## src/rtl/nrm_pkg.sv

```systemverilog
package nrm_pkg;
  parameter int NRM_DEF_W = 11;

  function automatic int nrm_cnt_w(input int w);
    return (w <= 2) ? 1 : $clog2(w);
  endfunction
endpackage

```

## src/rtl/nrm_shl1.sv

```systemverilog
module nrm_shl1 #(
  parameter int W = nrm_pkg::NRM_DEF_W
) (
  input  logic [W-2:0] src_low,
  output logic [W-1:0] dst
);
  assign dst = {src_low, 1'b0};
endmodule

```

## src/rtl/nrm_mux2.sv

```systemverilog
module nrm_mux2 #(
  parameter int W = nrm_pkg::NRM_DEF_W
) (
  input  logic [W-1:0] opa,
  input  logic [W-1:0] opb,
  input  logic         sel,
  output logic [W-1:0] res
);
  assign res = ({W{~sel}} & opa) | ({W{sel}} & opb);
endmodule

```

## src/rtl/nrm_cond_stage.sv

```systemverilog
module nrm_cond_stage #(
  parameter int W = nrm_pkg::NRM_DEF_W
) (
  input  logic [W-1:0] stg_in,
  output logic [W-1:0] stg_out,
  output logic         stg_shifted
);
  logic [W-1:0] shifted_w;

  nrm_shl1 #(.W(W)) u_shl (
    .src_low (stg_in[W-2:0]),
    .dst     (shifted_w)
  );

  assign stg_shifted = ~stg_in[W-1];

  nrm_mux2 #(.W(W)) u_mux (
    .opa (shifted_w),
    .opb (stg_in),
    .sel (stg_in[W-1]),
    .res (stg_out)
  );

  always_comb begin
    if (stg_in[W-1]) begin
      p_stage_keep_r3: assert (stg_out == stg_in)
        else $error("stage altered a word with top bit set");
    end else begin
      p_stage_move_r1: assert ((stg_out[W-1:1] == stg_in[W-2:0]) && !stg_out[0])
        else $error("stage did not move word up one place");
    end
  end
endmodule

```

## src/rtl/lz_normalizer.sv

```systemverilog
module lz_normalizer #(
  parameter int W = nrm_pkg::NRM_DEF_W
) (
  input  logic [W-1:0]                  din,
  output logic [W-1:0]                  dout,
  output logic [nrm_pkg::nrm_cnt_w(W)-1:0] shift_cnt
);
  localparam int NSTG = W - 1;
  localparam int CW   = nrm_pkg::nrm_cnt_w(W);

  logic [W-1:0] chain [0:NSTG];
  logic [NSTG-1:0] moved;

  assign chain[0] = din;

  generate
    for (genvar g = 0; g < NSTG; g++) begin : g_stage
      nrm_cond_stage #(.W(W)) u_stage (
        .stg_in      (chain[g]),
        .stg_out     (chain[g+1]),
        .stg_shifted (moved[g])
      );
    end
  endgenerate

  assign dout = chain[NSTG];

  always_comb begin
    shift_cnt = '0;
    for (int i = 0; i < NSTG; i++) begin
      shift_cnt = shift_cnt + CW'(moved[i]);
    end
  end

  logic [W-1:0] tail_mask;
  assign tail_mask = ~({W{1'b1}} << shift_cnt);

  always_comb begin
    if (din == '0) begin
      p_zero_out_r2: assert (dout == '0)
        else $error("zero input gave nonzero output");
    end else begin
      p_lead_one_r4: assert (dout[W-1])
        else $error("nonzero input left top bit clear");
      p_shift_match_r1: assert (dout == (din << shift_cnt))
        else $error("output differs from input shifted by count");
    end
    p_tail_clear_r7: assert ((dout & tail_mask) == '0)
      else $error("vacated low bits not zero");
    if (din[W-1]) begin
      p_no_shift_r3: assert (shift_cnt == '0)
        else $error("count nonzero for top-bit-set input");
    end
  end
endmodule

```

## config.mk

```make
export PLATFORM = sky130hd
export DESIGN_NAME = lz_normalizer
export DESIGN_NICKNAME = d
export VERILOG_FILES = /design/src/rtl/nrm_pkg.sv /design/src/rtl/nrm_shl1.sv /design/src/rtl/nrm_mux2.sv /design/src/rtl/nrm_cond_stage.sv /design/src/rtl/lz_normalizer.sv
export SDC_FILE = /design/constraint.sdc
export NUM_CORES = 1
export LEC_CHECK = 0
export ABC_AREA = 1
export BUFFER_PORTS_ARGS = -buffer_cell sky130_fd_sc_hd__buf_2
export CAP_MARGIN = 5
export CORE_MARGIN = 2
export CORE_UTILIZATION = 45
export DETAILED_ROUTE_END_ITERATION = 10
export PLACE_DENSITY = 0.73
export SYNTH_ARGS = -nofsm -noshare
export SYNTH_HDL_FRONTEND = slang
export SYNTH_SLANG_ARGS = --single-unit
```

## constraint.sdc

```tcl
create_clock -name vclk -period 3.08
set_input_delay 0.154 -clock vclk [all_inputs]
set_output_delay 0.154 -clock vclk [all_outputs]
set_load 0.005 [all_outputs]
```

==> summary.md <==
| Metric | Value |
|---|---|
| Status | `complete, but fails checks` |
| Failing checks | `setup timing` |
| Total number of vias | `1461` |
| GRT Overall Usage | `31.1%` |
| Worst hold margin | `0.614 ns` |
| # rows | `16` |
| Final setup viols | `7` |
| Period minus WS final | `3.49 ns` |
| WS Path Type | `primary input to output pin` |
| Syn_nets | `178` |
| Syn Inst Count | `160` |
| Fillers | `125` |
| Post-synthesis sequential area ratio | `0%` |
| Nets | `261` |
| Part of the power in combinational logic | `100.0%` |
| Vias per inst | `5.45` |
| Sw frac | `50.9%` |
| Layout cells sized above 1 | `53.1%` |
| Worst slack, placed | `-0.366 ns` |
| FF+latch area | `0 um2` |
| Worst Setup End Kind | `output pin` |
| Flip-flop and latch count | `0` |
| Largest net degree at the start of global routing | `10` |
| DRT iter0 DRCs | `62` |
| Startpoint types | `primary input` |
| HPWL Detailed | `2.27 mm` |
| CP required | `2.93 ns` |
| DRT antenna net count | `0` |
| Antenna diodes | `0` |
| Core Util, Final | `83.2%` |
| Pint | `121 uW` |
| Synth area leader | `nand2_1` |
| Psw | `125 uW` |
| Final period util | `113%` |
| Area growth, synth to finish | `79.3%` |
| Worst min-delay path class | `primary input to output pin` |
| Reg power frac | `0%` |
| Initial antenna violation count | `0` |
| RSZ-0062 raised after global routing | `true` |
| Rel. slew slack | `79.7%` |
| Post-synth top area share | `20.9%` |
| Post-Syn Area | `882 um2` |
| Die width | `48.3 um` |
| I/O pins | `26` |
| Hold violation count in the final report | `0` |
| Worst-margin pin slew | `0.304 ns` |
| WL/cell | `15.2 um` |
| Leakage power | `0.880 nW` |
| Vias in the first global route | `1234` |
| Clk_buf instances | `0` |
| GRT Residual Overflow | `0` |
| First-pass GRT wire length | `5.15 mm` |
| PD cells | `156 mW/mm2` |
| PortBufs | `26` |
| Core area | `0.00190 mm2` |
| Yosys cell types | `27` |
| Yosys warning total | `0` |
| DRT Pass-1 Iters | `4` |
| Fmax | `0.287 GHz` |
| Starting density of the core | `46.4%` |
| Clock share of power | `0%` |
| Inst Count DP | `244` |
| Finished Layout Cells | `268` |
| Die area | `0.00233 mm2` |
| Post-Route WL | `4.07 mm` |
| Die height | `48.3 um` |
| Syn_area_per_cell | `5.51 um2` |
| RePlAce Congestion | `0.937` |
| Synth top area cells | `nand2_1 21%, inv_1 9.4%, nand3_1 9.1%, nand4_1 7.8%, fa_1 6.8%` |
| Post-CTS Hold Fix Bufs | `0` |
| DRC Markers | `0` |
| CP Max Fanout | `7` |
| MaxCap Viol Count | `0` |
| Final Max Slew Viols | `0` |
| Worst vdd ir | `105 uV` |
| Tot Pwr | `247 uW` |
| Data arrival, critical path | `3.33 ns` |
| Setup slack after layout | `-0.408 ns` |
power groups by stage:
stage          combinational, mW  sequential [mW]  clock (mW)
5_1_grt                    0.266                0           0
3_3_place_gp               0.169                0           0
4_1_cts                    0.218                0           0
6_report                   0.247                0           0
3_5_place_dp               0.174                0           0
2_1_floorplan             0.0943                0           0
layer usage:
| layer | GRT usage [%] | vias to the layer above | routed length, um |
|---|---|---|---|
| met1 | 34.4 | 672 | 1520 |
| met2 | 57.1 | 91 | 2050 |
| li1 | - | 678 | - |
| met4 | 15.7 | 0 | 165 |
| met3 | 4.07 | 20 | 334 |
| met5 | 0 | - | 0 |
what timing repair did:
item / CTS / global route
setup endpoints to repair: 3 / 7
buffers inserted: 19 / 5
gates resized for setup: 18 / 8
pin swaps: 13 / 3
layout by cell type (no fill, tap or decap), drive strengths merged, types with 3 or more instances in the layout:
cell	synthesis	final
o21ai	11	11
nand2	55	55
a21oi	5	5
or2	3	3
buf	3	85
nand4	11	11
nand3	18	18
nor2	14	14
ha	4	4
inv	28	28
fa	3	3
final cells by class:
| class | instances | area (um2) | share of cell area (%) |
|---|---|---|---|
| Inverter | 29 | 124 | 7.83 |
| Multi-Input combinational cell | 127 | 813 | 51.4 |
| Tap cell | 27 | 33.8 | 2.14 |
| Timing Repair Buffer | 85 | 611 | 38.6 |
worst max-delay path: stages:
cell and delay, ns:
buf_12 0.12, nor2_4 0.13, nand2_4 0.11, inv_4 0.08, nand3_4 0.10, inv_8 0.10
nand2_4 0.06, clkinv_4 0.06, nand2_4 0.05, nor2_4 0.12, inv_2 0.06, nor2_4 0.09
inv_2 0.06, nor2_4 0.12, ha_4 0.22, ha_4 0.15, or2_1 0.21, inv_1 0.12
fa_1 0.46, fa_2 0.60, inv_2 0.04, buf_6 0.10
cell families after synthesis:
kind of cell / share of synthesized area [%]
AO/OA/AOI/OAI: 9.79
buffers and inverters: 16.2
AND/OR/NAND/NOR: 60.6
adder cells (fa/ha/maj): 12.5
XOR/XNOR: 0.993
synth_stat cells (2+ instances only):
cell	number
a21oi_1	5
buf_4	2
fa_1	3
ha_1	4
inv_1	22
inv_2	5
nand2_1	49
nand2_2	3
nand2_4	3
nand3_1	16
nand4_1	11
nor2_1	7
nor2_2	2
nor2_4	5
o21ai_0	10
or2_1	2
through the flow:
step / instance area (um2) / setup TNS [ns]
4_1_cts: 1520 / -0.639
2_1_floorplan: 916 / -0.0315
5_1_grt: 1580 / -2.73
3_5_place_dp: 1320 / -0.941
6_report: 1580 / -2.00
3_3_place_gp: 1320 / -0.744
final timing paths:
check                 startpoint           end  slack, ns  depth (start not counted)
worst min-delay path      din[0]       dout[0]       0.61                          4
worst max-delay path     din[10]  shift_cnt[1]      -0.41                         22
(Power assumes the default switching activity.)
